**config.mk**
```make
export PLATFORM = sky130hd
export DESIGN_NAME = serial_char_rx
export DESIGN_NICKNAME = d
export VERILOG_FILES = /design/src/rtl/serial_rx_pkg.sv /design/src/rtl/rx_sync.sv /design/src/rtl/rx_frame_fsm.sv /design/src/rtl/rx_hold.sv /design/src/rtl/serial_char_rx.sv
export SDC_FILE = /design/constraint.sdc
export NUM_CORES = 1
export LEC_CHECK = 0
export BUFFER_PORTS_ARGS = -buffer_cell sky130_fd_sc_hd__buf_2
export CORE_MARGIN = 8
export CORE_UTILIZATION = 40
export CTS_BUF_LIST = sky130_fd_sc_hd__clkbuf_4
export CTS_CLUSTER_SIZE = 10
export DETAILED_ROUTE_END_ITERATION = 12
export SLEW_MARGIN = 25
export SYNTH_ARGS = -nofsm -noshare
export SYNTH_HDL_FRONTEND = slang
export SYNTH_SLANG_ARGS = --single-unit
export TNS_END_PERCENT = 20
```
**constraint.sdc**
```tcl
create_clock -name clk -period 3.8 [get_ports clk]
set_clock_uncertainty 0.1 [all_clocks]
set_input_delay 0.76 -clock clk [delete_from_list [all_inputs] [get_ports clk]]
set_output_delay 0.76 -clock clk [all_outputs]
set_load 0.05 [all_outputs]
```
**src/rtl/serial_rx_pkg.sv**
```systemverilog
package serial_rx_pkg;

    localparam int CHAR_W = 8;
    localparam int CNT_W  = 6;
    localparam int IDX_W  = $clog2(CHAR_W);

    typedef enum logic [2:0] {
        ST_IDLE,
        ST_START,
        ST_DATA,
        ST_PARITY,
        ST_STOP
    } rx_state_e;

    typedef struct packed {
        logic [CHAR_W-1:0] data;
        logic              par_err;
        logic              frm_err;
    } rx_char_t;

    localparam logic [1:0] MODE_X1 = 2'd0;

endpackage

```
**src/rtl/rx_sync.sv**
```systemverilog
module rx_sync #(
    parameter int STAGES = 2
) (
    input  logic clk,
    input  logic rst_n,
    input  logic d,
    output logic q
);
    logic [STAGES-1:0] ff;

    always_ff @(posedge clk or negedge rst_n) begin
        if (!rst_n) ff <= '1;
        else        ff <= {ff[STAGES-2:0], d};
    end

    assign q = ff[STAGES-1];
endmodule

```
**src/rtl/rx_frame_fsm.sv**
```systemverilog
module rx_frame_fsm
    import serial_rx_pkg::*;
(
    input  logic       clk,
    input  logic       rst_n,
    input  logic       tick_en,
    input  logic       line,
    input  logic [1:0] cfg_mode,
    input  logic [1:0] cfg_len,
    input  logic       cfg_par_en,
    input  logic       cfg_par_even,
    output logic       done,
    output rx_char_t   char_o
);
    rx_state_e         state, nxt;
    logic [CNT_W-1:0]  tick_cnt;
    logic [CNT_W-1:0]  full_m1, half_m1;
    logic [IDX_W-1:0]  bit_idx, last_idx;
    logic [CHAR_W-1:0] shreg;
    logic              par_err_q;
    logic              bit_pt, half_pt;

    always_comb begin
        unique case (cfg_mode)
            2'd0:    begin full_m1 = 6'd0;  half_m1 = 6'd0;  end
            2'd1:    begin full_m1 = 6'd15; half_m1 = 6'd7;  end
            2'd2:    begin full_m1 = 6'd31; half_m1 = 6'd15; end
            default: begin full_m1 = 6'd63; half_m1 = 6'd31; end
        endcase
    end

    assign last_idx = IDX_W'(cfg_len) + IDX_W'(4);
    assign bit_pt   = tick_en && (tick_cnt == full_m1);
    assign half_pt  = tick_en && (tick_cnt == half_m1);

    // state register
    always_ff @(posedge clk or negedge rst_n) begin
        if (!rst_n) state <= ST_IDLE;
        else        state <= nxt;
    end

    // next-state decode
    always_comb begin
        nxt = state;
        unique case (state)
            ST_IDLE:   if (tick_en && !line)
                           nxt = (cfg_mode == MODE_X1) ? ST_DATA : ST_START;
            ST_START:  if (half_pt)
                           nxt = line ? ST_IDLE : ST_DATA;
            ST_DATA:   if (bit_pt && bit_idx == last_idx)
                           nxt = cfg_par_en ? ST_PARITY : ST_STOP;
            ST_PARITY: if (bit_pt) nxt = ST_STOP;
            ST_STOP:   if (bit_pt) nxt = ST_IDLE;
            default:   nxt = ST_IDLE;
        endcase
    end

    // outputs and datapath
    always_ff @(posedge clk or negedge rst_n) begin
        if (!rst_n) begin
            tick_cnt  <= '0;
            bit_idx   <= '0;
            shreg     <= '0;
            par_err_q <= 1'b0;
            done      <= 1'b0;
            char_o    <= '0;
        end else begin
            done <= 1'b0;
            unique case (state)
                ST_IDLE: begin
                    tick_cnt <= '0;
                    bit_idx  <= '0;
                    if (tick_en && !line) begin
                        shreg     <= '0;
                        par_err_q <= 1'b0;
                    end
                end
                ST_START: begin
                    if (tick_en) tick_cnt <= half_pt ? '0 : tick_cnt + 1'b1;
                end
                ST_DATA: begin
                    if (bit_pt) begin
                        tick_cnt       <= '0;
                        shreg[bit_idx] <= line;
                        bit_idx        <= bit_idx + 1'b1;
                    end else if (tick_en) begin
                        tick_cnt <= tick_cnt + 1'b1;
                    end
                end
                ST_PARITY: begin
                    if (bit_pt) begin
                        tick_cnt  <= '0;
                        par_err_q <= (^shreg) ^ line ^ !cfg_par_even;
                    end else if (tick_en) begin
                        tick_cnt <= tick_cnt + 1'b1;
                    end
                end
                ST_STOP: begin
                    if (bit_pt) begin
                        tick_cnt       <= '0;
                        done           <= 1'b1;
                        char_o.data    <= shreg;
                        char_o.par_err <= par_err_q;
                        char_o.frm_err <= !line;
                    end else if (tick_en) begin
                        tick_cnt <= tick_cnt + 1'b1;
                    end
                end
                default: tick_cnt <= '0;
            endcase
        end
    end
endmodule

```
**src/rtl/rx_hold.sv**
```systemverilog
module rx_hold
    import serial_rx_pkg::*;
(
    input  logic     clk,
    input  logic     rst_n,
    input  logic     push,
    input  rx_char_t char_i,
    input  logic     ready,
    output logic     valid,
    output rx_char_t char_o,
    output logic     overrun
);
    logic pop;
    assign pop = valid && ready;

    always_ff @(posedge clk or negedge rst_n) begin
        if (!rst_n) begin
            valid   <= 1'b0;
            overrun <= 1'b0;
            char_o  <= '0;
        end else if (push && (!valid || pop)) begin
            valid   <= 1'b1;
            overrun <= 1'b0;
            char_o  <= char_i;
        end else if (push) begin
            overrun <= 1'b1;
        end else if (pop) begin
            valid   <= 1'b0;
            overrun <= 1'b0;
        end
    end
endmodule

```
**src/rtl/serial_char_rx.sv**
```systemverilog
module serial_char_rx
    import serial_rx_pkg::*;
#(
    parameter int SYNC_STAGES = 2
) (
    input  logic              clk,
    input  logic              rst_n,
    input  logic              sample_en,
    input  logic              rx_line,
    input  logic [1:0]        cfg_mode,
    input  logic [1:0]        cfg_len,
    input  logic              cfg_par_en,
    input  logic              cfg_par_even,
    input  logic              cfg_strip_en,
    input  logic [CHAR_W-1:0] cfg_match,
    input  logic              out_ready,
    output logic              out_valid,
    output logic [CHAR_W-1:0] out_data,
    output logic              out_par_err,
    output logic              out_frm_err,
    output logic              out_overrun
);
    logic     line_s;
    logic     frame_done;
    logic     frame_push;
    rx_char_t frame_char;
    rx_char_t held;

    rx_sync #(.STAGES(SYNC_STAGES)) sync_i (
        .clk(clk), .rst_n(rst_n), .d(rx_line), .q(line_s)
    );

    rx_frame_fsm fsm_i (
        .clk(clk), .rst_n(rst_n), .tick_en(sample_en), .line(line_s),
        .cfg_mode(cfg_mode), .cfg_len(cfg_len), .cfg_par_en(cfg_par_en),
        .cfg_par_even(cfg_par_even), .done(frame_done), .char_o(frame_char)
    );

    assign frame_push = frame_done &&
                        !(cfg_strip_en && frame_char.data == cfg_match);

    rx_hold hold_i (
        .clk(clk), .rst_n(rst_n), .push(frame_push), .char_i(frame_char),
        .ready(out_ready), .valid(out_valid), .char_o(held),
        .overrun(out_overrun)
    );

    assign out_data    = held.data;
    assign out_par_err = held.par_err;
    assign out_frm_err = held.frm_err;
endmodule

```
After elaboration in Yosys (flattened, before gate mapping)
Index checks and enable logic that the tools add are counted.
{"block": "word_totals", "ff_bits": 46, "inputBits": 20, "output_inout_bits": 12, "word_cells": 104}
{"block": "classes", "n_addsub": 3, "order_cmp": 2, "eq_ne": 19, "n_mux": 34, "n_bitwise": 2, "n_reduce_logical": 29}
{"op": "$mux 6", "count": 4}
{"op": "$mux 3", "count": 7}
{"op": "$pmux 6 s3", "count": 1}
{"op": "$mux 8", "count": 2}
{"op": "$pmux 8 s2", "count": 1}
{"op": "$pmux 3 s5", "count": 1}
{"op": "$pmux 5 s3", "count": 1}
{"op": "$ne 2x1->1 const B", "count": 6}
{"op": "$pmux 6 s2", "count": 1}
{"op": "$mux 1", "count": 10}
{"op": "$logic_and 1x1->1", "count": 9}
{"op": "$bwmux 8", "count": 1}
{"op": "$eq 8x8->1", "count": 1}
{"op": "$reduce_and 2->1", "count": 4}
{"op": "$reduce_xor 8->1", "count": 1}
{"op": "$add 6x1->6 const B", "count": 1}
{"op": "$eq 3x2->1 const B", "count": 2}
{"op": "$eq 6x5->1", "count": 1}
{"op": "$eq 6x6->1", "count": 1}
{"op": "$pmux 3 s2", "count": 1}
{"op": "$reduce_and 3->1", "count": 2}
{"op": "$reduce_bool 2->1", "count": 3}
{"op": "$reduce_and 5->1", "count": 1}
{"op": "$logic_not 1->1", "count": 4}
{"op": "20 further kinds", "count": 23}

Logic depth before layout (Yosys ltp)
Gate-level depths: netlist of the first run.
{"block": "logic_depth", "word_depth": 7, "mapped_depth": 8, "mapped_depth_nobuf": 6}

Hierarchy
From an unflattened synthesis of the first run, not the netlist that was laid out.
{"block": "unflattened", "cells_unflattened": 251, "area_unflattened_um2": 2683.8}
{"mod": "rx_frame_fsm", "n_inst": 1, "cells_per_inst": 210, "area_per_inst_um2": 2039.5, "seq_area_each_um2": 800.8}
{"mod": "rx_hold", "n_inst": 1, "cells_per_inst": 27, "area_per_inst_um2": 498.0, "seq_area_each_um2": 300.3}
{"mod": "serial_char_rx", "n_inst": 1, "cells_per_inst": 12, "area_per_inst_um2": 93.8, "seq_area_each_um2": 0.0}
{"mod": "rx_sync", "n_inst": 1, "cells_per_inst": 2, "area_per_inst_um2": 52.6, "seq_area_each_um2": 52.6}

Worst setup path before layout of the first run
Ideal clock, no wire load.
{"block": "synth_timing", "path_type": "in2reg", "startpoint": "input port cfg_mode[0]", "endpoint": "register fsm_i.char_o[2] in the netlist's numbering", "setup_ns": 0.125, "arrival_ns": 2.041, "required_ns": 3.575, "path_slack_ns": 1.534, "stages": 6, "path_buffers": 1, "path_cell_list": "nor2_1 > a22oi_4 > a21oi_4 > nand3_2 > buf_6 > mux2_4"}
{"block": "synth_between", "elab_chain_len": 5, "word_cells_on_any_way": 7, "cone_classes": "eq/ne: 3; mux: 1; reduce/logical: 3"}
{"element": "from (decl)", "line": "serial_char_rx.sv:10", "source": "input logic [1:0] cfg_mode,"}
{"element": "$eq 2x2->1, or another cell as far along", "line": "rx_frame_fsm.sv:24", "source": "unique case (cfg_mode)"}
{"element": "$pmux 6 s3 *", "line": "rx_frame_fsm.sv:24"}
{"element": "$eq 6x6->1 *", "line": "rx_frame_fsm.sv:33", "source": "assign bit_pt = tick_en && (tick_cnt == full_m1);"}
{"element": "$logic_and 1x1->1 *", "line": "rx_frame_fsm.sv:33"}
{"element": "$reduce_and 2->1 (no line) *"}
{"element": "to (decl)", "line": "rx_frame_fsm.sv:13", "source": "output rx_char_t char_o"}
Mark *: on every way between the ends. The rest lies on a longest branch, timed or not.
A chain may end at the register's enable or synchronous reset.

Final worst setup path of the first run
{"block": "layout_timing", "startpoint": "input port cfg_mode[0]", "endpoint": "register fsm_i.char_o[1] in the netlist's numbering"}
Same word-level chain as after synthesis.

==> results of run 1 <==
-- Yosys cell counts, types with 2 or more instances --
library cell | instances | area [um^2]
a211oi_1 | 3 | 22.5
a21oi_1 | 9 | 45.0
a22o_1 | 5 | 43.8
a31oi_1 | 3 | 18.8
and3_1 | 3 | 18.8
buf_6 | 2 | 22.5
clkbuf_1 | 5 | 18.8
dfrtp_1 | 44 | 1100
dfstp_2 | 2 | 52.6
ha_1 | 2 | 25.0
inv_1 | 5 | 18.8
mux2_1 | 2 | 22.5
mux2_2 | 10 | 113
mux2_4 | 7 | 105
mux2i_1 | 6 | 60.1
nand2_1 | 19 | 71.3
nand2b_1 | 5 | 31.3
nand3_1 | 7 | 35.0
nor2_1 | 14 | 52.6
nor2b_1 | 4 | 25.0
nor3_1 | 6 | 30.0
o21ai_0 | 12 | 60.1
o21ai_1 | 10 | 50.1
o31ai_1 | 2 | 15.0
or2_2 | 2 | 12.5
xnor2_1 | 15 | 131
xor2_1 | 6 | 52.6
-- layout by cell type, fill, tap and decap left out, types with 4 or more instances in the layout --
cell type	count
a21oi_1	9
nor2_1	14
mux2_4	7
o21ai_0	12
nand2b_1	5
nor2b_1	4
nand3_1	7
xnor2_1	15
xor2_1	6
mux2i_1	6
buf_2	30
mux2_2	10
a22o_1	5
nor3_1	6
clkbuf_4	5
dfrtp_1	44
o21ai_1	10
inv_1	5
nand2_1	19
-- per-layer routing --
metal  up-vias  routed length, um  global-route usage
li1        911                  -                   -
met1       867               2380               0.163
met2        34               2190               0.174
met3         6                250              0.0307
met4         0                 65              0.0442
met5         -                  0                   0
-- cells by family (layout without fill, tap and decap cells) --
group	Yosys count	count (layout)	synth area share
AND/OR/NAND/NOR	68	68	0.141
adder cells (fa/ha/maj)	2	2	0.0100
AO/OA/AOI/OAI	57	57	0.165
buffers and inverters	15	45	0.0290
multiplexers	25	25	0.120
XOR/XNOR	21	21	0.0736
flip-flops	46	46	0.461
-- worst max-delay path, stage by stage --
cell	delay (ps)
buf_2	130
nor2_1	330
a22oi_4	160
a21oi_4	310
nand3_2	370
mux2_1	420
-- worst min-delay path by stage --
stage,cells after the start,to,startpoint,slack [ps]
2_1_floorplan,0,sync_i.ff[1]$_DFF_PN1_,sync_i.ff[0]$_DFF_PN1_,250
3_3_place_gp,0,sync_i.ff[1]$_DFF_PN1_,sync_i.ff[0]$_DFF_PN1_,250
3_5_place_dp,0,sync_i.ff[1]$_DFF_PN1_,sync_i.ff[0]$_DFF_PN1_,250
4_1_cts,0,sync_i.ff[1]$_DFF_PN1_,sync_i.ff[0]$_DFF_PN1_,270
5_1_grt,0,sync_i.ff[1]$_DFF_PN1_,sync_i.ff[0]$_DFF_PN1_,270
6_report,1,hold_i.char_o[6]$_DFFE_PN0P_,rst_n,270
-- per-stage QoR --
step / power, mW / utilization / area [um^2]
6_report: 1.23 / 0.446 / 2770
5_1_grt: 1.33 / 0.446 / 2770
4_1_cts: 1.25 / 0.446 / 2770
3_5_place_dp: 0.996 / 0.436 / 2700
3_3_place_gp: 0.997 / 0.435 / 2700
2_1_floorplan: 0.903 / - / 2500
-- registers in the layout (all words and copies together) (netlist names) --
signal / count
hold_i.overrun: 1
sync_i.ff: 2
fsm_i.bit_idx: 3
fsm_i.shreg: 8
fsm_i.tick_cnt: 6
fsm_i.char_o: 10
hold_i.char_o: 10
hold_i.valid: 1
fsm_i.par_err_q: 1
fsm_i.state: 3
fsm_i.done: 1
-- power by group --
group / internal (mW) / switching [mW] / total, mW
Sequential: 0.523 / 0.0763 / 0.600
Combinational: 0.162 / 0.224 / 0.386
Clock: 0.0744 / 0.173 / 0.247
Total: 0.760 / 0.472 / 1.23
-- cell type report --
cell class / count / area (um^2)
clock buffer: 5 / 37.5
clock inverter: 3 / 23.8
fill: 600 / 3440
inverter: 6 / 22.5
multi-input combinational: 173 / 1270
sequential: 46 / 1150
tap: 77 / 96.3
timing repair buffer: 31 / 158
==> impl_metrics.ini, run 1 <==
[routing]
dr.pass1.iters = 4
postRouteAntennaNets = 0
drc_errors = 0
routedWlPerCell_um = 14.3
via_per_inst = 5.33
vias = 1818
first_iter_violations = 68
routed_wirelength_um = 4890

[cells_and_area]
antenna_cells = 0
syn_to_final_growth_pct = 10.6
nets = 285
finalNonFillerCells = 341
layout-drive-gt1-share = 0.261

[synthesis]
synth_area_um2 = 2500
ys_ff_latch = 46
synth_flop_cell = dfrtp_1
synth_edf_count = 0
synthCells = 234
yosysWarnings = 0
yosysUniqueCellTypes = 51
avgSynthCellArea_um2 = 10.7
synth_fp_nets = 256
yosysSeqAreaShare = 0.461
async_flop_share = 1.00

[timing]
whs_ps = 270
relSlewSlack = 0.578
min_period_over_period = 0.613
clock.fmax_mhz = 429
setup-violations-final = 0
finalMaxSlewViolations = 0
worst_slack_ps = 1470
post-route-min-period_ps = 2330
rsz0062_at_grt = no
tightest_slew_ps = 634
fin_tns_setup_ps = 0
finalHoldViolCount = 0

[floorplanning]
die_x_um = 95.1
boundaryPins = 32
core_area_um2 = 6200
start_util = 0.403
die_y_um = 95.1
die-area_um2 = 9040
fp-row-count = 29

[worst_setup_path]
cp.required_ps = 3950
rrSetupSlack_ps = 1470
worstPathMaxFanout = 12
reg2reg_to = fsm_i.char_o[1]$_DFFE_PN0P_
cp-start-kind = input pin
arrival_ps = 2480
worstSetupEndpointType = flip-flop
reg2reg_depth = 5
crit_end = fsm_i.char_o[1]$_DFFE_PN0P_
regToRegStartpoint = fsm_i.tick_cnt[0]$_DFFE_PN0P_
crit_start = cfg_mode[0]
crit_type = input pin to flip-flop

[min_path]
hold_path_class = input pin to async pin

[status]
outcome = finished, final reports clean

[global_routing]
grt_remaining_overflow = 0
antenna_found_initial = 0
grt_usage = 0.118
grt_max_degree = 47
grt_pass1_vias = 1773
grt_pass1_wl_um = 8480

[cts]
cts_max_level = 2
postCtsSetupBuffers = 0
cts.repair.resized = 0
clock_latency_ps = 370
cts_hold_buffers = 0
clk_path_buf_depth = 2
path_clk_slew_ps = 150
cts_tree = done
cts_buffers = 5
root_buffer = clkbuf_4
cts_sinks = 46

[placement]
portBuffers = 31
post-place-ws_ps = 1070
gp_congestion = 0.826
dp_cells = 333
place_hpwl_um = 3620

[job]
drv_cap = 0

[power_and_ir_drop]
peakVddDrop_v = 0.000188
power_density_nw_per_um2 = 446
leakagePower_nw = 1.38
Note: power is estimated with default switching activity, not from simulation.
==> inputs of run 2 (changes only) <==
clock period = 2.2 ns   (was 3.8 ns; I/O delays follow)
==> run 2 against run 1 <==
Compared with the run above:
- first-iteration DRC count shrank 22%
- via count increased by 0.33%
- utilization increased by 2.3 points
- global-route usage is 0.20 points lower
- sequential power up 65%
- register-to-register slack worse by 1300 ps
- die area unchanged
- non-clock buffer count up 14
- critical path type is now flip-flop to flip-flop
- highest routed layer unchanged
==> impl_metrics.ini, run 2 (synthesis gave the netlist of run 1 again) <==
[cts]
path_clk_slew_ps = 140
clock_latency_ps = 360
cts_tree = done
postCtsSetupBuffers = 0
clk_path_buf_depth = 2
cts_buffers = 5
cts_sinks = 46
root_buffer = clkbuf_4
cts_max_level = 2

[global_routing]
antenna_found_initial = 0
grt_pass1_vias = 1760
grt_pass1_wl_um = 8390
grt_remaining_overflow = 0
grt_usage = 0.116
grt_max_degree = 27

[worst_setup_path]
critPathSlowestCell = or4_4
cp-start-kind = flip-flop
path_cells = and3_1 -> o211ai_2 -> a211oi_1 -> or4_4 -> o21ai_1 -> a22o_1
worstPathMaxFanout = 7
crit_type = flip-flop to flip-flop
cp.required_ps = 2400
reg2reg_depth = 6
regToRegStartpoint = fsm_i.tick_cnt[5]$_DFFE_PN0P_
worstSetupEndpointType = flip-flop
reg2reg_to = fsm_i.tick_cnt[5]$_DFFE_PN0P_
cpPeakStageDelay_ps = 600
cp_top_family = simple AND/OR/NAND/NOR gates
path_buf_inv = 0
rrSetupSlack_ps = 120
arrival_ps = 2280

[cells_and_area]
top_regs = fsm_i.char_o (10), hold_i.char_o (10), fsm_i.shreg (8)
final_cell_mix = dfrtp_1 (42), buf_2 (31), nand2_1 (19)
antenna_cells = 0
layout-drive-gt1-share = 0.309
syn_to_final_growth_pct = 16.4
nets = 299
mostFrequentLayoutCell = dfrtp_1

[floorplanning]
core_area_um2 = 6200
fp-row-count = 29
die_x_um = 95.1
start_util = 0.403
die-area_um2 = 9040
boundaryPins = 32
die_y_um = 95.1

[timing]
relSlewSlack = 0.674
finalHoldViolCount = 0
setup-violations-final = 0
rsz0062_at_grt = no
clock.fmax_mhz = 481
finalMaxSlewViolations = 0
tightest_slew_ps = 489
fin_tns_setup_ps = 0
min_period_over_period = 0.944
post-route-min-period_ps = 2080

[min_path]
hold_path_class = input pin to flip-flop
worstHoldPathCells = 1
min_to = sync_i.ff[0]$_DFF_PN1_
hp-start = rx_line

[power_and_ir_drop]
peakVddDrop_v = 0.000457
power_density_nw_per_um2 = 759
leakagePower_nw = 1.46
finalPower_mw = 2.21

[job]
drv_cap = 0

[routing]
drc_errors = 0
postRouteAntennaNets = 0
via_per_inst = 5.14
dr.pass1.iters = 4
routedWlPerCell_um = 13.9
vias = 1824
routed_wirelength_um = 4940
first_iter_violations = 53

[placement]
gp_congestion = 0.835
portBuffers = 31
place_hpwl_um = 3720

[status]
outcome = finished, final reports clean
[run 2: cell types whose count changed in the layout (fill, tap and decap cells not counted)]
| cell | previous run | this run |
|---|---|---|
| nor3_2 | 0 | 1 |
| dfrtp_1 | 44 | 42 |
| buf_4 | 1 | 11 |
| nor3_1 | 6 | 5 |
| dlygate4sd3_1 | 0 | 1 |
| dfrtp_2 | 0 | 2 |
| nor4b_2 | 0 | 1 |
| buf_2 | 30 | 31 |
| buf_12 | 0 | 2 |
| nor4b_1 | 1 | 0 |
[run 2: routing by layer]
metal	vias to the layer above	wire length, um	GRT usage
met1	845	2490	0.162
met4	0	62	0.0377
met2	38	2130	0.170
met5	-	0	0
li1	935	-	-
met3	6	259	0.0307
[run 2: timing repair]
action | 4_1_cts | 5_1_grt
endpoints found under the hold margin | 18 | 0
resized for setup | 0 | 4
endpoints found under the setup margin | 0 | 7
hold buffers | 1 | 0
[run 2: per-stage QoR]
stage                     setup WS, ps  cell area (um^2)  std cells  utilization  hold WS [ps]
after floorplan                    160              2500        234            -          44.4
after global routing              3.42              2910        355        0.469          33.4
after CTS                         58.1              2900        355        0.467          37.0
after global placement            37.0              2820        346        0.455           246
final                              123              2910        355        0.469          55.6
after detailed placement         -54.0              2820        346        0.455           248
[run 2: worst max-delay path by stage]
stage / start / end / slack (ps) / cells past startpoint
3_5_place_dp: sample_en / fsm_i.shreg[0]$_DFFE_PN0P_ / -50 / 6
6_report: fsm_i.tick_cnt[5]$_DFFE_PN0P_ / fsm_i.tick_cnt[5]$_DFFE_PN0P_ / 120 / 6
5_1_grt: fsm_i.tick_cnt[5]$_DFFE_PN0P_ / fsm_i.tick_cnt[5]$_DFFE_PN0P_ / 3 / 6
4_1_cts: fsm_i.tick_cnt[1]$_DFFE_PN0P_ / fsm_i.shreg[0]$_DFFE_PN0P_ / 60 / 5
3_3_place_gp: cfg_mode[0] / fsm_i.tick_cnt[1]$_DFFE_PN0P_ / 40 / 7
2_1_floorplan: fsm_i.tick_cnt[3]$_DFFE_PN0P_ / fsm_i.char_o[2]$_DFFE_PN0P_ / 160 / 7
[run 2: cell type report]
cell class	count	area [um^2]
flip-flops and latches	46	1160
inverters	6	22.5
clock buffers	5	37.5
multi-input cells	173	1280
repair buffers	45	288
clock inverters	3	23.8
fillers	601	3300
well taps	77	96.3
[run 2: power breakdown]
group          internal, mW  total, mW  switching (mW)  leakage [nW]
logic                 0.338      0.790           0.452         0.805
registers             0.905      0.991          0.0865         0.627
clock network         0.129      0.428           0.300        0.0278
